==> src/rtl/fdsm_pkg.sv <==
package fdsm_pkg;

  localparam int unsigned FDSM_STAGES = 4;

  typedef enum logic {
    FB_ADD = 1'b0,
    FB_SUB = 1'b1
  } fb_dir_e;

  function automatic fb_dir_e fb_dir_of(input logic out_bit);
    return out_bit ? FB_SUB : FB_ADD;
  endfunction

endpackage

==> src/rtl/dsm_acc_stage.sv <==
module dsm_acc_stage
  import fdsm_pkg::*;
#(
  parameter int ACC_W  = 24,
  parameter int IN_W   = 17,
  parameter int SHIFT  = 0,
  parameter int FB_MAG = 31488
) (
  input  logic                    clk,
  input  logic                    rst_n,
  input  logic                    en,
  input  logic                    clr,
  input  logic                    fb_bit,
  input  logic signed [IN_W-1:0]  din,
  output logic signed [ACC_W-1:0] acc_o,
  output logic signed [ACC_W-1:0] acc_nxt_o
);

  localparam int SW = ACC_W + 2;
  localparam logic signed [SW-1:0] FB_POS  = SW'(FB_MAG);
  localparam logic signed [SW-1:0] SAT_HI  = SW'((64'sd1 <<< (ACC_W-1)) - 1);
  localparam logic signed [SW-1:0] SAT_LO  = -SAT_HI;

  logic signed [ACC_W-1:0] acc_q;
  logic signed [ACC_W-1:0] acc_d;
  logic signed [SW-1:0]    din_x;
  logic signed [SW-1:0]    din_s;
  logic signed [SW-1:0]    acc_x;
  logic signed [SW-1:0]    fb_val;
  logic signed [SW-1:0]    sum;
  logic signed [ACC_W-1:0] sat_val;

  always_comb begin
    din_x  = {{(SW-IN_W){din[IN_W-1]}}, din};
    din_s  = din_x >>> SHIFT;
    acc_x  = {{(SW-ACC_W){acc_q[ACC_W-1]}}, acc_q};
    fb_val = (fb_dir_of(fb_bit) == FB_SUB) ? -FB_POS : FB_POS;
    sum    = acc_x + din_s + fb_val;
    if (sum > SAT_HI) begin
      sat_val = SAT_HI[ACC_W-1:0];
    end else if (sum < SAT_LO) begin
      sat_val = SAT_LO[ACC_W-1:0];
    end else begin
      sat_val = sum[ACC_W-1:0];
    end
  end

  always_comb begin
    if (clr) begin
      acc_d = '0;
    end else if (en) begin
      acc_d = sat_val;
    end else begin
      acc_d = acc_q;
    end
  end

  always_ff @(posedge clk or negedge rst_n) begin
    if (!rst_n) begin
      acc_q <= '0;
    end else begin
      acc_q <= acc_d;
    end
  end

  assign acc_o     = acc_q;
  assign acc_nxt_o = acc_d;

endmodule

==> src/rtl/dsm_range_guard.sv <==
module dsm_range_guard #(
  parameter int K_W   = 17,
  parameter int LIMIT = 31488
) (
  input  logic                  clk,
  input  logic                  rst_n,
  input  logic                  en,
  input  logic signed [K_W-1:0] k,
  output logic                  clr,
  output logic                  trip_o
);

  localparam logic signed [K_W:0] LIM_P = (K_W+1)'(LIMIT);
  localparam logic signed [K_W:0] LIM_N = -LIM_P;

  logic signed [K_W:0] k_x;
  logic                outside;
  logic                trip_q;
  logic                trip_d;

  always_comb begin
    k_x     = {k[K_W-1], k};
    outside = (k_x >= LIM_P) || (k_x <= LIM_N);
    clr     = en && outside;
    trip_d  = clr;
  end

  always_ff @(posedge clk or negedge rst_n) begin
    if (!rst_n) begin
      trip_q <= 1'b0;
    end else begin
      trip_q <= trip_d;
    end
  end

  assign trip_o = trip_q;

endmodule

==> src/rtl/dsm_bit_quant.sv <==
module dsm_bit_quant (
  input  logic clk,
  input  logic rst_n,
  input  logic en,
  input  logic clr,
  input  logic last_msb_nxt,
  output logic bit_o
);

  logic bit_q;
  logic bit_d;

  always_comb begin
    if (clr) begin
      bit_d = 1'b0;
    end else if (en) begin
      bit_d = !last_msb_nxt;
    end else begin
      bit_d = bit_q;
    end
  end

  always_ff @(posedge clk or negedge rst_n) begin
    if (!rst_n) begin
      bit_q <= 1'b0;
    end else begin
      bit_q <= bit_d;
    end
  end

  assign bit_o = bit_q;

endmodule

==> src/rtl/frac_dsm4.sv <==
module frac_dsm4
  import fdsm_pkg::*;
#(
  parameter int K_W      = 17,
  parameter int ACC_W    = 24,
  parameter int MODULUS  = 62976,
  parameter int FB2_MAG  = 31488,
  parameter int FB3_MAG  = 31488,
  parameter int FB4_MAG  = 31488,
  parameter int A2_SHIFT = 8,
  parameter int A3_SHIFT = 6,
  parameter int A4_SHIFT = 6
) (
  input  logic                  clk,
  input  logic                  rst_n,
  input  logic                  en,
  input  logic signed [K_W-1:0] k,
  output logic                  dsm_bit,
  output logic                  range_trip
);

  localparam int HALF_MOD = MODULUS / 2;
  localparam int NST      = FDSM_STAGES;

  function automatic int stage_shift(input int j);
    case (j)
      1:       return A2_SHIFT;
      2:       return A3_SHIFT;
      3:       return A4_SHIFT;
      default: return 0;
    endcase
  endfunction

  function automatic int stage_fb(input int j);
    case (j)
      1:       return FB2_MAG;
      2:       return FB3_MAG;
      3:       return FB4_MAG;
      default: return HALF_MOD;
    endcase
  endfunction

  logic                    clr;
  logic signed [ACC_W-1:0] acc_q   [NST];
  logic signed [ACC_W-1:0] acc_nxt [NST];

  dsm_range_guard #(
    .K_W   (K_W),
    .LIMIT (HALF_MOD)
  ) u_guard (
    .clk    (clk),
    .rst_n  (rst_n),
    .en     (en),
    .k      (k),
    .clr    (clr),
    .trip_o (range_trip)
  );

  for (genvar j = 0; j < NST; j++) begin : g_stage
    if (j == 0) begin : g_head
      dsm_acc_stage #(
        .ACC_W  (ACC_W),
        .IN_W   (K_W),
        .SHIFT  (stage_shift(j)),
        .FB_MAG (stage_fb(j))
      ) u_acc (
        .clk       (clk),
        .rst_n     (rst_n),
        .en        (en),
        .clr       (clr),
        .fb_bit    (dsm_bit),
        .din       (k),
        .acc_o     (acc_q[j]),
        .acc_nxt_o (acc_nxt[j])
      );
    end else begin : g_tail
      dsm_acc_stage #(
        .ACC_W  (ACC_W),
        .IN_W   (ACC_W),
        .SHIFT  (stage_shift(j)),
        .FB_MAG (stage_fb(j))
      ) u_acc (
        .clk       (clk),
        .rst_n     (rst_n),
        .en        (en),
        .clr       (clr),
        .fb_bit    (dsm_bit),
        .din       (acc_q[j-1]),
        .acc_o     (acc_q[j]),
        .acc_nxt_o (acc_nxt[j])
      );
    end
  end

  dsm_bit_quant u_quant (
    .clk          (clk),
    .rst_n        (rst_n),
    .en           (en),
    .clr          (clr),
    .last_msb_nxt (acc_nxt[NST-1][ACC_W-1]),
    .bit_o        (dsm_bit)
  );

  AST_TRIP_BIT_LOW: assert property (@(posedge clk) disable iff (!rst_n)
    range_trip |-> !dsm_bit) else $error("trip with bit set");

  AST_TRIP_STATE_ZERO: assert property (@(posedge clk) disable iff (!rst_n)
    range_trip |-> (acc_q[0] == '0 && acc_q[NST-1] == '0)) else $error("trip with live state");

  AST_IDLE_HOLD: assert property (@(posedge clk) disable iff (!rst_n)
    !$past(en) |-> ($stable(dsm_bit) && !range_trip)) else $error("idle cycle moved state");

  AST_FIRST_STEP_ONE: assert property (@(posedge clk) disable iff (!rst_n)
    ($past(range_trip) && $past(en) && !range_trip) |-> dsm_bit) else $error("first step after clear not 1");

endmodule

==> config.mk <==
export PLATFORM = sky130hd
export DESIGN_NAME = frac_dsm4
export DESIGN_NICKNAME = d
export VERILOG_FILES = /design/src/rtl/fdsm_pkg.sv /design/src/rtl/dsm_acc_stage.sv /design/src/rtl/dsm_range_guard.sv /design/src/rtl/dsm_bit_quant.sv /design/src/rtl/frac_dsm4.sv
export SDC_FILE = /design/constraint.sdc
export NUM_CORES = 1
export LEC_CHECK = 0
export ABC_AREA = 1
export CORE_MARGIN = 2
export CORE_UTILIZATION = 40
export DETAILED_ROUTE_END_ITERATION = 8
export HOLD_SLACK_MARGIN = 0.15
export SETUP_SLACK_MARGIN = 0.15
export SYNTH_ARGS = -nofsm -noshare
export SYNTH_HDL_FRONTEND = slang
export SYNTH_HIERARCHICAL = 1
export SYNTH_SLANG_ARGS = --single-unit
==> constraint.sdc <==
create_clock -name clk -period 7.21 [get_ports clk]
set_input_delay 0.721 -clock clk [delete_from_list [all_inputs] [get_ports clk]]
set_output_delay 0.721 -clock clk [all_outputs]
set_load 0.03 [all_outputs]
==> results.md, run 1 <==
* Syn. warnings at 6
* Port bufs at 21
* Top layer in use: met4
* Slew Viols, Final at 0
* # diodes at 0
* CP Capture Type: flip-flop
* First-pass iteration count of the detailed router at 6
* Pin count of the biggest net entering global routing at 74
* #FFs+latches synth at between 90 and 100
* Area of the multi-input gates at 9580 um^2
* Gr ovfl total at 0
* Worst Path Max Fanout at 26
* Die X at 188 um
* Die area at around 35000 um^2
* Final nets at 2334
* H-Tree Depth at 3
* Crit path kind: flip-flop to flip-flop
* Met1 WL at around 19000 um
* Synth unique cells at 40
* Synthesis-to-layout area growth at 6.39%
* Min Clock Period, post-route at 4480 ps
* Ys flop type: dfrtp_1
* Setup ws final at around 2700 ps
* DRT antenna net count at 0
* 1st-iter DRT viols at about 960
* Initial antenna violation count at 0
* DP Wirelength at 33100 um
* Worst rel slew slack at a little under a third
* Synthesized instance count at 2114
* Max Root-Sink Buffers at 2
* Worst Hold Class: input pin to asynchronous set/reset pin
* Via/cell ratio at 5.12
* Place WS at 2510 ps
* CTS tree: yes
* Mapped Nets at roughly 2300
* Critical Path Source Type: flip-flop
* Vias in the first global route at roughly 13000
* # resized after CTS at 0
* Fmax achieved at approximately 0.22 GHz
* Setup bufs post-CTS at 0
* Post-synth EDFFs at 0
* Critical Path AT at 4730 ps
* I/O Pins at 22
* CTS Buf Count at 9
* Mean Syn Cell Area at 6.40 um^2
* Vias after detailed routing at 13200
* Register Area at 2460 um^2
* Cell Area, Synth at 13500 um^2
* Hold_ws at between 300 and 400 ps
* Final setup vio count at 0
* Share of cells above drive strength 1 at under 10%
* # clock sinks at 98
* Count of final hold-check violations at 0
* Core Area at ~33000 um^2
* Clk_lat worst skew at 360 ps
* Die Y at 188 um
* Synth async-reset ratio at 100%
* First-pass GRT wire length at 66200 um
* Met2 WL post-DR at between 15000 and 20000 um
* Setup Skew at slightly above 8 ps
* Sequential element share of the synthesized area at 18.1%
* Critical Path RT at 7460 ps
* Final wirelength at 40300 um
* Met3 wire length at 1380 um
* Fillers at 3610
* GP Congestion at 0.898
* Maxcap violations at 0
* Hold_buf cts at 0
* Overall routing resource usage at 23.2%
* Wirelength per Cell at 15.7 um
* Setup tns final at 0 ps
* Placed cell areas at approximately 14000 um^2
* Tightest Pin Transition at approximately 1000 ps
* Fin crit share at ~62%
* Initial Utilization at 40.4%
* RSZ-0062 raised after global routing: false
* Root Buffer Master: clkbuf_16
* Clk slew on worst S/H paths at 70 ps
* Row Count at 67
* Status: finished clean
* Final cell area excluding filler cells at 14400 um^2
* DRC viols at 0
## layer usage
layer | global-route usage [%] | vias up
met3 | 2.40 | 34
met2 | 39.7 | 264
li1 | - | 6730
met1 | 31.8 | 6144
met5 | 0 | -
met4 | 4.94 | 0
## Yosys cell counts, types with 2 or more instances
library cell,instances,area share (%)
a211oi_1,2,0.11
a21boi_1,2,0.11
a21o_1,3,0.17
a21oi_1,155,5.7
a21oi_2,21,1.4
buf_4,6,0.33
buf_6,10,0.83
clkbuf_1,16,0.44
clkinv_1,2,0.056
dfrtp_1,98,18
fa_1,64,9.5
ha_1,132,12
inv_1,324,9.0
inv_2,12,0.33
nand2_1,706,20
nand2_2,24,1.1
nand2_4,3,0.25
nand3_1,150,5.5
nand3_2,14,1.0
nand3b_1,21,1.2
nand4_1,29,1.3
nor2_1,158,4.4
nor2_2,9,0.42
nor2_4,2,0.17
nor3_1,20,0.74
nor3_2,3,0.22
o211ai_1,3,0.17
o21ai_0,91,3.4
o21bai_1,7,0.39
o31ai_1,2,0.11
xnor2_1,2,0.13
xor2_1,14,0.91
xor2_2,2,0.24
## per-stage QoR
stage	utilization [%]	std cells
after floorplan	-	2114
after global placement	42.2	2555
after detailed placement	42.2	2555
after CTS	43.0	2571
after global routing	43.0	2571
final	43.0	2571
## final timing paths
check	end	cells after the start	slack (ps)	startpoint
worst max-delay path	g_stage[2].g_tail.u_acc/acc_o[0]	16	2730	u_quant/bit_o
worst min-delay path	g_stage[2].g_tail.u_acc/acc_o[20]	1	360	rst_n
worst max register to register	g_stage[2].g_tail.u_acc/acc_o[0]	16	2730	u_quant/bit_o
worst min register to register	g_stage[2].g_tail.u_acc/acc_o[1]	2	550	g_stage[2].g_tail.u_acc/acc_o[1]
max in group asynchronous	g_stage[2].g_tail.u_acc/acc_o[6]	2	5650	rst_n
min in group clk	g_stage[2].g_tail.u_acc/acc_o[1]	2	550	g_stage[2].g_tail.u_acc/acc_o[1]
## state kept, by name (all words and copies together) (netlist names)
register / cells
g_stage.g_head.u_acc/acc_o: 24
g_stage.g_tail.u_acc/acc_o: 72
u_guard/trip_o: 1
u_quant/bit_o: 1
## critical path: stages (launching register included)
cell and delay, ps:
dfrtp_4 820, inv_1 330, fa_1 500, ha_1 410, nand2_1 190, inv_1 50, nand2_1 60, nand3_1 130
a21oi_1 200, nand2_1 100, a21boi_1 160, xor2_1 210, nand2_1 110, a21oi_2 820, nand3_2 120, nand2_1 90
inv_1 40
## cells in the final DEF (no fill, tap or decap), types with 3 or more instances in the layout
cell type        instances
nand2_1                706
inv_1                  324
nor2_1                 158
a21oi_1                155
nand3_1                150
ha_1                   132
dfrtp_1                 97
o21ai_0                 91
fa_1                    64
nand4_1                 29
nand2_2                 24
a21oi_2                 21
nand3b_1                21
nor3_1                  20
clkdlybuf4s50_1         19
nand3_2                 14
xor2_1                  14
inv_2                   12
clkbuf_16                9
nor2_2                   9
o21bai_1                 7
buf_4                    6
clkbuf_8                 3
clkinvlp_4               3
a21o_1                   3
nand2_4                  3
nor3_2                   3
o211ai_1                 3
## cells by family after synthesis
group / count (synthesis) / synth area share, %
xor+xnor: 18 / 1.28
fa+ha+maj: 196 / 21.7
simple gates: 1143 / 36.2
compound gates: 288 / 11.7
buf+inv: 371 / 11.1
flops: 98 / 18.1
## cell type report
cell class	instances	area share (%)
Sequential cell	98	17.1
Tap cell	448	3.89
Clock buffer	13	1.88
Timing Repair Buffer	26	1.67
Multi-Input combinational cell	1645	66.5
Inverter	338	8.81
Clock inverter	3	0.156
Power of run 1 is left out: the tool's default activity adds up to more than one toggle a clock period on the data nets, which glitch-free logic cannot reach.
==> run 2, diff against run 1 <==
Clock period 7.21 ns to 4.41 ns, I/O delays scaled along.
==> run 2 against run 1 <==
- cell area increased by 0.94%
- non-clock buffer count increased by 15
- setup slack got worse by 2100 ps
- register-to-register slack got worse by 2100 ps
- first-iteration DRC count decreased by 8.8%
- clock-buffer cell count decreased by 4
- routed wire length increased by 0.79%
- critical path type unchanged
- critical endpoint is now g_stage[1].g_tail.u_acc/acc_o[0]
==> results.md, run 2 (synthesis results as in run 1) <==
* Status: finished clean
* Worst Path Max Fanout at 21
* Pin count of the biggest net entering global routing at between 50 and 60
* RSZ-0062 raised after global routing: false
* CP Capture Type: flip-flop
* Setup bufs post-CTS at 0
* Overall routing resource usage at a little under a quarter
* Die X at between 150 and 200 um
* Min Clock Period, post-route at 3780 ps
* Critical Path Source Type: flip-flop
* Most common cell after layout, fill and taps aside: nand2_1
* Worst rel slew slack at 47.9%
* H-Tree Depth at 3
* Port bufs at 21
* I/O Pins at 22
* Die area at around 35000 um^2
* Final wirelength at about 41000 um
* Die Y at around 190 um
* First-pass GRT wire length at between 60000 and 70000 um
* Clk_lat worst skew at 370 ps
* Crit path kind: flip-flop to flip-flop
* DRC viols at 0
* Initial antenna violation count at 0
* Clk slew on worst S/H paths at 80 ps
* Share of cells above drive strength 1 at under 10%
* Setup tns final at 0 ps
* Max Root-Sink Buffers at 2
* Fillers at 3599
* Critical Path AT at 4030 ps
* Synthesis-to-layout area growth at 7.39%
* Most frequent cells in the layout: nand2_1 (706), inv_1 (324), nor2_1 (158), a21oi_1 (155), nand3_1 (150)
* Setup Skew at 11.6 ps
* Area of the multi-input gates at approximately 9600 um^2
* # diodes at 0
* Register Area at 2460 um^2
* Via/cell ratio at 5.14
* # clock sinks at 98
* Gr ovfl total at 0
* Max reg flops at around 70
* Count of final hold-check violations at 0
* Wirelength per Cell at 15.7 um
* Root Buffer Master: clkbuf_16
* Tightest Pin Transition at 782 ps
* Core Area at 33400 um^2
* Critical Path RT at 4670 ps
* 1st-iter DRT viols at 877
* Vias after detailed routing at approximately 13000
* Worst Hold Class: input pin to asynchronous set/reset pin
* CTS Buf Count at 9
* Hold_ws at 162 ps
* CTS tree: yes
* Setup ws final at approximately 630 ps
* Initial Utilization at 40.4%
* First-pass iteration count of the detailed router at 5
* Vias in the first global route at roughly 13000
* # resized after CTS at 0
* Slew Viols, Final at 0
* DRT antenna net count at 0
* Row Count at between 60 and 70
* Final nets at around 2300
* Hold_buf cts at 0
* Maxcap violations at 0
* Place WS at 486 ps
* Fin crit share at 85.7%
* Fmax achieved at roughly 0.26 GHz
* Final setup vio count at 0
* DP Wirelength at 33600 um
* GP Congestion at 0.924
-- run 2: cell count changes in the layout (fill, tap and decap cells not counted) --
cell	before	now
clkinv_4	0	1
bufinv_16	0	2
clkbuf_1	1	0
buf_4	6	21
clkbuf_8	3	0
clkinvlp_4	3	1
clkinv_2	0	1
inv_6	0	1
-- run 2: final cells by class --
class	count	share of cell area, %
tap	448	3.86
clock buffer	9	1.55
multi-input combinational	1645	65.9
sequential	98	16.9
timing repair buffer	41	2.43
inverter	338	8.73
clock inverter	6	0.620
-- run 2: metrics by stage --
| step | std cells | area [um^2] | util (%) |
|---|---|---|---|
| after detailed placement | 2570 | 14200 | 42.5 |
| after global placement | 2570 | 14200 | 42.5 |
| after floorplan | 2114 | 13500 | - |
| after global routing | 2585 | 14500 | 43.4 |
| final | 2585 | 14500 | 43.4 |
| after CTS | 2585 | 14500 | 43.4 |
-- run 2: final timing paths --
kind / startpoint / to / slack, ps / cells after the start
worst max-delay path: u_quant/bit_o / g_stage[1].g_tail.u_acc/acc_o[0] / 630 / 16
worst max register to register: u_quant/bit_o / g_stage[1].g_tail.u_acc/acc_o[0] / 630 / 16
max in group asynchronous: rst_n / g_stage[1].g_tail.u_acc/acc_o[1] / 3130 / 2
worst min-delay path: rst_n / g_stage[2].g_tail.u_acc/acc_o[20] / 160 / 1
min in group clk: g_stage[3].g_tail.u_acc/acc_o[1] / g_stage[3].g_tail.u_acc/acc_o[1] / 550 / 2
worst min register to register: g_stage[3].g_tail.u_acc/acc_o[1] / g_stage[3].g_tail.u_acc/acc_o[1] / 550 / 2
-- run 2: metal layers --
| metal | track usage, % | part of all wire [%] |
|---|---|---|
| met5 | 0 | 0 |
| met4 | 4.27 | 1.5 |
| met1 | 33.4 | 49 |
| met2 | 39.7 | 46 |
| met3 | 2.30 | 3.6 |
-- run 2: critical path: stages, from the launching register on --
cell and delay [ps]:
dfrtp_4 610, inv_1 250, fa_1 470, ha_1 390, nand2_2 150, inv_1 50
nand2_1 60, nand2_1 90, a21oi_1 210, nand2_1 110, a21oi_1 160, xor2_1 200
nand2_1 160, a21oi_4 510, nand3_2 120, nand2_1 80, inv_1 40
Power of run 2 is left out for the same reason.
==> run 3, diff against run 2 <==
--- a/constraint.sdc
+++ b/constraint.sdc
@@ -3,2 +3,2 @@
 set_output_delay 0.441 -clock clk [all_outputs]
-set_load 0.03 [all_outputs]
+set_load 0.05 [all_outputs]
==> results of run 3 <==
Final layout, timing and power as in run 2 (identical DEF).
Power of run 3 is left out for the same reason.
